[src/rtl/bl_pwm.sv]
module bl_pwm #(
  parameter int CMP_W  = 8,
  parameter int PS_W   = 3,
  parameter int PS_MAX = 6
) (
  input  logic              clk,
  input  logic              rst_n,
  input  logic              slow_tick,
  input  logic              cfg_we,
  input  logic [CMP_W+7:0]  cfg_wdata,
  input  logic              sel_we,
  input  logic              sel_wdata,
  input  logic              en_we,
  input  logic              en_wdata,
  input  logic              dis_we,
  input  logic              dis_wdata,
  output logic              running,
  output logic              pwm_out
);
  localparam int PRE_W = (PS_MAX > 0) ? PS_MAX : 1;

  logic [CMP_W-1:0] cmp_sh, cmp_a, cnt;
  logic [PS_W-1:0]  ps_sh, ps_a, ps_in, ps_cl;
  logic             pol_sh, pol_a, src_sys;
  logic [PRE_W-1:0] pre, pre_lim;
  logic             pend_v, pend_on, run;
  logic             en_hit, dis_hit, tick, pre_wrap, boundary, restart, load;

  assign en_hit   = en_we & en_wdata;
  assign dis_hit  = dis_we & dis_wdata;
  assign ps_in    = cfg_wdata[PS_W-1:0];
  assign ps_cl    = (int'(ps_in) > PS_MAX) ? PS_W'(PS_MAX) : ps_in;
  assign tick     = src_sys | slow_tick;
  assign pre_lim  = PRE_W'((1 << ps_a) - 1);
  assign pre_wrap = (pre == pre_lim);
  assign boundary = run & tick & pre_wrap & (&cnt);
  assign restart  = pend_v & pend_on;
  assign load     = ~run | restart | boundary;
  assign running  = run;
  assign pwm_out  = (run && cnt < cmp_a) ? pol_a : ~pol_a;

  always_ff @(posedge clk) begin
    if (!rst_n) begin
      cmp_sh <= '0; pol_sh <= 1'b0; ps_sh <= '0; src_sys <= 1'b0;
      cmp_a  <= '0; pol_a  <= 1'b0; ps_a  <= '0;
      pre <= '0; cnt <= '0; run <= 1'b0; pend_v <= 1'b0; pend_on <= 1'b0;
    end else begin
      if (cfg_we) begin
        cmp_sh <= cfg_wdata[CMP_W+7:8];
        pol_sh <= cfg_wdata[4];
        ps_sh  <= ps_cl;
      end
      if (sel_we) src_sys <= sel_wdata;
      pend_v  <= en_hit | dis_hit;
      pend_on <= en_hit & ~dis_hit;
      if (run && tick) begin
        if (pre_wrap) begin
          pre <= '0;
          cnt <= cnt + 1'b1;
        end else begin
          pre <= pre + 1'b1;
        end
      end
      if (pend_v) begin
        run <= pend_on;
        if (pend_on) begin
          pre <= '0;
          cnt <= '0;
        end
      end
      if (load) begin
        cmp_a <= cmp_sh;
        pol_a <= pol_sh;
        ps_a  <= ps_sh;
      end
    end
  end

  assert_enable_lag_R2: assert property (@(posedge clk) disable iff (!rst_n)
    $past(en_hit, 2) && !$past(dis_hit, 2) && !$past(dis_hit) |-> running)
    else $error("enable did not show on status");

  assert_disable_lag_R3: assert property (@(posedge clk) disable iff (!rst_n)
    $past(dis_hit, 2) |-> !running)
    else $error("disable did not show on status");

  assert_legal_prescale_R4: assert property (@(posedge clk) disable iff (!rst_n)
    running |-> (int'(ps_a) <= PS_MAX && pre <= pre_lim))
    else $error("prescaler out of range");

  assert_zero_duty_R5: assert property (@(posedge clk) disable iff (!rst_n)
    running && cmp_a == '0 |-> pwm_out != pol_a)
    else $error("zero compare drove active level");

  assert_shadow_hold_R8: assert property (@(posedge clk) disable iff (!rst_n)
    running && $past(running) && cnt != '0 |-> $stable(cmp_a) && $stable(pol_a) && $stable(ps_a))
    else $error("settings changed inside a period");
endmodule

[config.mk]
export PLATFORM = sky130hd
export DESIGN_NAME = bl_pwm
export DESIGN_NICKNAME = d
export VERILOG_FILES = /design/src/rtl/bl_pwm.sv
export SDC_FILE = /design/constraint.sdc
export NUM_CORES = 1
export LEC_CHECK = 0
export ABC_AREA = 1
export BUFFER_PORTS_ARGS = -buffer_cell sky130_fd_sc_hd__buf_4
export CAP_MARGIN = 5
export CORE_MARGIN = 3
export CORE_UTILIZATION = 50
export CTS_BUF_LIST = sky130_fd_sc_hd__clkbuf_16
export DETAILED_ROUTE_END_ITERATION = 10
export MAX_ROUTING_LAYER = met4
export PLACE_DENSITY = 0.74
export SLEW_MARGIN = 20
export SYNTH_ARGS = -nofsm -noshare
export SYNTH_HDL_FRONTEND = slang
export SYNTH_SLANG_ARGS = --single-unit
[constraint.sdc]
create_clock -name clk -period 2.6 [get_ports clk]
set_input_delay 0.52 -clock clk [delete_from_list [all_inputs] [get_ports clk]]
set_output_delay 0.52 -clock clk [all_outputs]
set_load 0.01 [all_outputs]
==> impl_metrics.tcl, run 1 <==
set metrics [dict create \
    run_status "finished clean" \
    cp.required_ns 2.08 \
    fillCellCount 353 \
    crit_type "reg2out" \
    cts_inserted_buffers 5 \
    powerDensity_nw_per_um2 616 \
    ys_types 25 \
    hold_path_startpoint "dis_wdata" \
    synth.avg_cell_area_um2 6.99 \
    htree_levels 2 \
    fin_skew_ns 0.00377 \
    vias 1841 \
    worst_slew_pin_slew_ns 0.470 \
    fin_crit_ns 2.14 \
    synthesis.area_um2 2060 \
    die_h_um 70.2 \
    cp_max_fo 3 \
    antenna_found_initial 0 \
    ys_seq_area_share_pct 40.8 \
    clk-insertion-delay-late_ns 0.28 \
    grt.total_usage_pct 17.8 \
    multi_input_area_um2 1050 \
    slew_viol_final 0 \
    drtIter0Drc 135 \
    startpoint_type "register" \
    grt_start_max_net_pins 26 \
    critPathArrivalTime_ns 1.62 \
    rsz0062_at_grt "false" \
    cts_resized 0 \
    syn2layout_area_growth_pct 17.8 \
    synth_nets 330 \
    grt_pass1_vias 1757 \
    setup_violations 0 \
    dr.pass1.iters 4 \
    tritoncts "built" \
    ir_drop_v 0.000429 \
    end_kind "output pin" \
    seqCellArea_um2 841 \
    r2r_start "cnt[1]$_SDFF_PN0_" \
    gp_congestion 0.892 \
    io_buffers 23 \
    design.core.area_um2 3830 \
    synth_edf_count 0 \
    grt-ovfl-total 0 \
    synthArstFlopShare_pct 0 \
    die_w_um 70.2 \
    post_cts_buffers 0 \
    postSynthCellCount 295 \
    r2r_cells 8 \
    via_per_inst 5.02 \
    final.setup.tns_ns 0 \
    ys_ff_latch 42 \
    finalHoldViolCount 0 \
    cts-root-buf "clkbuf_16" \
    grt_pass1_wl_um 7190 \
    ant_nets 0 \
    start_util_pct 53.9 \
    clk_path_buf_depth 2 \
    drc 0 \
    finalNonFillerCells 367 \
    min_path_type "in2reg" \
    leakage_nw 1.04 \
    ios 28 \
    placementRows 22 \
    maxSlewHeadroom_pct 68.5 \
    routed_wl_um 3940 \
    yosys_warnings 0 \
    synth_largest_area_cell "dfxtp_1" \
    synth.top_cell.area_share_pct 40.8 \
    die_area_um2 4930 \
    startpoint "cmp_a[7]$_SDFFE_PN0P_" \
    wl_per_cell_um 10.7 \
    clkTransAtPathRegs_ns 0.06 \
    cts.sinks 42 \
    antenna_cells 0 \
    post-place-cells 359 \
    ys_top_cells_by_area "dfxtp_1 (41%), nand2_1 (11%), nor2_1 (9.6%)" \
    maxCapViolations 0 \
    fmax_mhz 467 \
    fin_crit_sh_pct 82.4 \
    holdPathStages 2 \
    cts_hold_buf 0 \
    synth_flop_cell "dfxtp_1" \
    dp_hpwl_um 2810 \
    drive_gt1_share_pct 13.8 \
    fin_nets 353 \
]
## stage by stage
stage	hold slack (ns)	utilization [%]	setup slack (ns)	instance area (um^2)	power, mW
finish	0.417	63.5	0.458	2430	1.50
global route	0.414	63.5	0.336	2430	1.56
detailed placement	0.452	59.2	0.779	2260	0.822
floorplan	0.436	-	0.977	2060	0.776
CTS	0.415	63.5	0.445	2430	1.51
global placement	0.449	59.2	0.770	2260	0.819
## cells by family after synthesis
group,count (synthesis),share of synthesized area (%)
AOI/OAI and AO/OA,46,11.5
and+or+nand+nor,153,32.9
adders and majority gates,9,5.46
buffers and inverters,42,8.07
xor gates and xnor gates,3,1.27
DFF,42,40.8
## state kept, by name (all words and copies together) (netlist names), 3 cells and up
signal and flops:
ps_a 3, cmp_a 8, cmp_sh 8, ps_sh 3, pre 6, cnt 8
## worst paths after layout
check	to	slack, ns
worst min-delay path	pend_on$_SDFF_PN0_	0.42
worst max register to register	ps_a[2]$_SDFFE_PN0P_	0.74
worst min register to register	ps_sh[2]$_SDFFE_PN0P_	0.46
worst max-delay path	pwm_out	0.46
## per-layer routing
layer	vias up	global-route usage, %	part of all wire, %
li1	990	-	-
met1	812	22.3	50
met2	37	29.0	46
met3	2	3.74	4.0
met4	0	5.11	0.48
met5	-	-	0
## cell usage in the layout, fill, tap and decap left out, types with 2 or more instances in the layout
| master | netlist | routed |
|---|---|---|
| a21oi_1 | 26 | 26 |
| buf_4 | 0 | 24 |
| clkbuf_16 | 0 | 5 |
| dfxtp_1 | 42 | 42 |
| ha_1 | 9 | 9 |
| inv_1 | 29 | 30 |
| inv_2 | 5 | 5 |
| nand2_1 | 60 | 60 |
| nand3_1 | 26 | 26 |
| nand3_2 | 2 | 2 |
| nand4_1 | 3 | 3 |
| nor2_1 | 53 | 53 |
| nor2_4 | 3 | 3 |
| nor3_1 | 2 | 2 |
| o21ai_0 | 16 | 16 |
| xor2_1 | 3 | 3 |
## synth_stat cells, types with 2 or more instances
master,instances
a21oi_1,26
clkbuf_1,6
dfxtp_1,42
ha_1,9
inv_1,29
inv_2,5
nand2_1,60
nand3_1,26
nand3_2,2
nand4_1,3
nor2_1,53
nor2_4,3
nor3_1,2
o21ai_0,16
xor2_1,3
## power by group
| part | switching, mW | internal [mW] |
|---|---|---|
| Combinational | 0.0707 | 0.0563 |
| Sequential | 0.0121 | 0.669 |
| Clock | 0.241 | 0.449 |
| Total | 0.324 | 1.17 |
## worst max-delay path, cell delays in order (launching register included)
cell and delay [ns]:
dfxtp_1 0.32, inv_1 0.06, ha_1 0.33, a21oi_1 0.13
o21a_1 0.16, nand3_1 0.08, nand2_1 0.06, nand2_1 0.06
buf_4 0.14
## cell type report
cell class	count	area share, %
multi-input cells	211	43.4
well taps	48	2.47
inverters	34	5.25
clock inverters	3	1.70
clock buffers	5	5.15
repair buffers	24	7.42
flip-flops and latches	42	34.6
No activity file was read; power rests on OpenSTA's default activity.
==> run 2, diff against run 1 <==
- PLACE_DENSITY: 0.74 -> 0.77
- clock period: 2.6 -> 1.9 ns (I/O delays scaled with it)
==> run 2 against run 1 <==
The flow now finishes with violations (negative setup slack). Count of clock-buffer cells in the layout unchanged. Sequential cell count unchanged. Clock skew about the same. Highest routed layer unchanged. Die area unchanged. Via count up 2.6%. Combinational power up 54%. Final area up 5.7%. Critical endpoint unchanged. Sequential share of layout area down 1.7 points. Register-to-register slack worse by 0.63 ns.
==> impl_metrics.tcl, run 2 (synthesis results as in run 1) <==
set metrics [dict create \
    run_status "complete, but fails checks" \
    violations "negative setup slack" \
    mostFrequentLayoutCells "nand2_1 (59), nor2_1 (52), dfxtp_1 (39)" \
    cp.required_ns 1.52 \
    fin_crit_ns 1.91 \
    dr.pass1.iters 4 \
    min_path_type "in2reg" \
    gp_congestion 0.907 \
    vias 1889 \
    design.core.area_um2 3830 \
    leakage_nw 1.07 \
    die_area_um2 4930 \
    fin_crit_sh_pct 100 \
    cts.sinks 42 \
    clk-insertion-delay-late_ns 0.28 \
    slew_viol_final 0 \
    powerDensity_nw_per_um2 803 \
    routed_wl_um 4370 \
    setup_violations 1 \
    final_common_cell "nand2_1" \
    crit_type "reg2out" \
    fin_skew_ns 0.00353 \
    utilization_pct 67.1 \
    worst_slew_pin_slew_ns 0.340 \
    ios 28 \
    post-place-cells 361 \
    cp_max_fo 2 \
    maxCapViolations 0 \
    maxSlewHeadroom_pct 77.3 \
    grt.total_usage_pct 18.8 \
    start_util_pct 53.9 \
    fin_nets 358 \
    drive_gt1_share_pct 18.9 \
    grt_pass1_vias 1757 \
    fin_ws_ns -0.00661 \
    cts-root-buf "clkbuf_16" \
    fmax_mhz 524 \
    ir_drop_v 0.000634 \
    grt_pass1_wl_um 7400 \
    io_buffers 23 \
    fillCellCount 340 \
    reg_top3 "cmp_a (8), cmp_sh (8), cnt (8)" \
    die_w_um 70.2 \
    startpoint_type "register" \
    antenna_cells 0 \
    antenna_found_initial 0 \
    via_per_inst 5.09 \
    drtIter0Drc 93 \
    grt-ovfl-total 0 \
    placementRows 22 \
    drc 0 \
    tritoncts "built" \
    finalNonFillerCells 371 \
    htree_levels 2 \
    clk_path_buf_depth 2 \
    syn2layout_area_growth_pct 24.6 \
    critPathArrivalTime_ns 1.53 \
    rsz0062_at_grt "true" \
    cts_inserted_buffers 5 \
    dp_hpwl_um 2830 \
    ant_nets 0 \
    clkTransAtPathRegs_ns 0.06 \
    fin_area_um2 2570 \
    end_kind "output pin" \
    dpl_cell_area_um2 2280 \
    finalHoldViolCount 0 \
    wl_per_cell_um 11.8 \
    grt_start_max_net_pins 25 \
    die_h_um 70.2 \
]
-- run 2: final timing paths --
path | start | cells after the start | slack [ns] | to
setup / recovery | cmp_a[1]$_SDFFE_PN0P_ | 10 | -0.007 | pwm_out
hold / removal | sel_we | 2 | 0.28 | src_sys$_SDFFE_PN0P_
setup reg to reg | cnt[0]$_SDFF_PN0_ | 8 | 0.11 | ps_a[1]$_SDFFE_PN0P_
hold reg to reg | ps_sh[0]$_SDFFE_PN0P_ | 2 | 0.47 | ps_sh[0]$_SDFFE_PN0P_
-- run 2: routing by layer --
| layer | global-route usage (%) | share of wire (%) | up-vias |
|---|---|---|---|
| li1 | - | - | 1003 |
| met2 | 29.4 | 46 | 42 |
| met5 | - | 0 | - |
| met4 | 7.45 | 1.6 | 0 |
| met1 | 23.2 | 47 | 838 |
| met3 | 4.46 | 5.3 | 6 |
-- run 2: repair_timing --
item                       CTS  global route
hold buffers                 0             0
gates resized for setup      6            12
pin swaps                    6             5
hold endpoints to repair     0             0
setup endpoints to repair    1            12
cloned                       0             1
setup buffers                1             1
-- run 2: final cells by class --
| cell class | count | area [um^2] | area share (%) |
|---|---|---|---|
| Multi-Input combinational cell | 212 | 1160 | 45.3 |
| Sequential cell | 42 | 845 | 32.9 |
| Timing Repair Buffer | 28 | 214 | 8.33 |
| Inverter | 34 | 128 | 4.97 |
| Clock buffer | 5 | 125 | 4.87 |
| Tap cell | 48 | 60.1 | 2.34 |
| Clock inverter | 2 | 33.8 | 1.32 |
-- run 2: metrics by stage --
stage	hold slack (ns)	setup TNS, ns	worst slack [ns]	power [mW]
after floorplan	0.436	0	0.366	1.06
after global placement	0.453	0	0.151	1.12
after detailed placement	0.464	0	0.110	1.13
after CTS	0.276	-0.0534	-0.0534	2.06
after global routing	0.288	-0.143	-0.126	2.15
final	0.275	-0.00661	-0.00661	2.06
-- run 2: worst max-delay path: stages, from the launching register on --
cell	delay, ns
dfxtp_2	0.32
inv_2	0.04
ha_4	0.24
o21ai_1	0.05
nand2_1	0.06
nand3_1	0.07
a21o_1	0.17
nand3_1	0.07
nand2_1	0.06
nand2_2	0.07
buf_6	0.10
-- run 2: report_power, final --
| group | internal (mW) | switching [mW] |
|---|---|---|
| Clock | 0.607 | 0.326 |
| Sequential | 0.916 | 0.0181 |
| Combinational | 0.0878 | 0.108 |
| Total | 1.61 | 0.452 |
==> run 3, diff against run 2 <==
- PLACE_DENSITY: 0.77 -> 0.78
- SETUP_SLACK_MARGIN: default -> 0.3
==> run 3 against run 2 <==
The flow still finishes with violations (negative setup slack). Cell count up 3.2%. Via count grew 10%. Sequential share of layout area is 2.7 points lower. Critical path type unchanged. Clock power decreased by 12%. Largest cell class unchanged. Die area stayed put. Largest power group unchanged.
==> impl_metrics.tcl, run 3 (synthesis results as in run 1) <==
set metrics [dict create \
    clk-insertion-delay-late_ns 0.28 \
    min_path_type "in2reg" \
    fin_crit_sh_pct 105 \
    drtIter0Drc 167 \
    antenna_cells 0 \
    ir_drop_v 0.000561 \
    cts_inserted_buffers 5 \
    dr.pass1.iters 4 \
    syn2layout_area_growth_pct 38.0 \
    die_h_um 70.2 \
    drive_gt1_share_pct 32.5 \
    cts.sinks 42 \
    tritoncts "built" \
    finalNonFillerCells 383 \
    fin_skew_ns 0.00292 \
    die_area_um2 4930 \
    crit_type "reg2out" \
    dp_hpwl_um 2790 \
    vias 2085 \
    finalHoldViolCount 0 \
    setup_violations 8 \
    grt_pass1_vias 1938 \
    grt_start_max_net_pins 26 \
    critPathArrivalTime_ns 1.61 \
    design.core.area_um2 3830 \
    io_buffers 23 \
    post-place-cells 360 \
    via_per_inst 5.44 \
    fin_crit_ns 1.99 \
    violations "negative setup slack" \
    slew_viol_final 0 \
    start_util_pct 53.9 \
    die_w_um 70.2 \
    cp_max_fo 2 \
    routed_wl_um 5430 \
    run_status "complete, but fails checks" \
    cts-root-buf "clkbuf_16" \
    worst_slew_pin_slew_ns 0.335 \
    maxSlewHeadroom_pct 77.7 \
    fin_ws_ns -0.0920 \
    mostFrequentLayoutCells "nand2_1 (50), nor2_1 (49), dfxtp_1 (33)" \
    powerDensity_nw_per_um2 702 \
    cp.required_ns 1.52 \
    placementRows 22 \
    fin_nets 370 \
    clk_path_buf_depth 2 \
    utilization_pct 74.4 \
    startpoint_type "register" \
    wl_per_cell_um 14.2 \
    antenna_found_initial 0 \
    final_common_cell "nand2_1" \
    reg_top3 "cmp_a (8), cmp_sh (8), cnt (8)" \
    maxCapViolations 0 \
    drc 0 \
    grt-ovfl-total 0 \
    ios 28 \
    htree_levels 2 \
    grt.total_usage_pct 22.4 \
    ant_nets 0 \
    clkTransAtPathRegs_ns 0.06 \
    dpl_worst_slack_ns 0.124 \
    leakage_nw 1.15 \
    gp_congestion 0.895 \
    fmax_mhz 502 \
    rsz0062_at_grt "true" \
    end_kind "output pin" \
    grt_pass1_wl_um 8740 \
    power_mw 2.00 \
]
run 3: cell types whose count changed in the layout (fill, tap and decap cells not counted), sizes merged:
cell / delta
buf: +10
bufinv: -1
clkinvlp: +2
nand4: +2
inv: -1
run 3: worst paths after layout:
path	startpoint	end	slack (ns)	cells after the start
min reg2reg	ps_sh[1]$_SDFFE_PN0P_	ps_sh[1]$_SDFFE_PN0P_	0.46	2
max	cmp_a[1]$_SDFFE_PN0P_	pwm_out	-0.09	10
max reg2reg	cnt[1]$_SDFF_PN0_	ps_a[1]$_SDFFE_PN0P_	-0.02	10
min	dis_wdata	pend_on$_SDFF_PN0_	0.27	2
run 3: where the power goes:
part	switching [mW]	internal [mW]
combinational	0.129	0.112
clock	0.343	0.479
sequential	0.0224	0.914
run 3: timing repair:
item                                    4_1_cts  5_1_grt
pin swaps                                     9       14
gates resized for setup                      27       43
hold endpoints to repair                      0        0
cloned                                        3        0
setup buffers                                 6        7
hold buffers                                  0        0
endpoints found under the setup margin       18       21
run 3: area by class of cell:
cell class | count | area [um^2]
flip-flops and latches | 42 | 860
well taps | 48 | 60.1
repair buffers | 38 | 338
clock buffers | 5 | 125
multi-input cells | 214 | 1310
inverters | 34 | 138
fillers | 263 | 981
clock inverters | 2 | 15.0
run 3: worst max-delay path, stage by stage, from the launching register on:
cell	delay (ns)
dfxtp_2	0.32
inv_2	0.04
ha_4	0.25
o21ai_2	0.04
nand2_1	0.09
nand3_2	0.07
a21o_1	0.18
nand3_1	0.08
nand2_1	0.06
nand2_2	0.08
buf_6	0.10
run 3: per-stage QoR:
step | hold slack (ns) | setup TNS (ns) | area [um^2]
final | 0.271 | -0.180 | 2850
after global routing | 0.278 | -1.42 | 2850
after CTS | 0.272 | -0.0636 | 2650
after detailed placement | 0.457 | 0 | 2270
after global placement | 0.453 | 0 | 2270
after floorplan | 0.436 | 0 | 2060
run 3: metal layers:
| layer | GRT usage, % | wire length (um) | up-vias |
|---|---|---|---|
| met1 | 28.4 | 2280 | 953 |
| met5 | - | 0 | - |
| met4 | 8.51 | 95 | 0 |
| li1 | - | - | 1044 |
| met3 | 4.60 | 329 | 11 |
| met2 | 34.9 | 2730 | 77 |
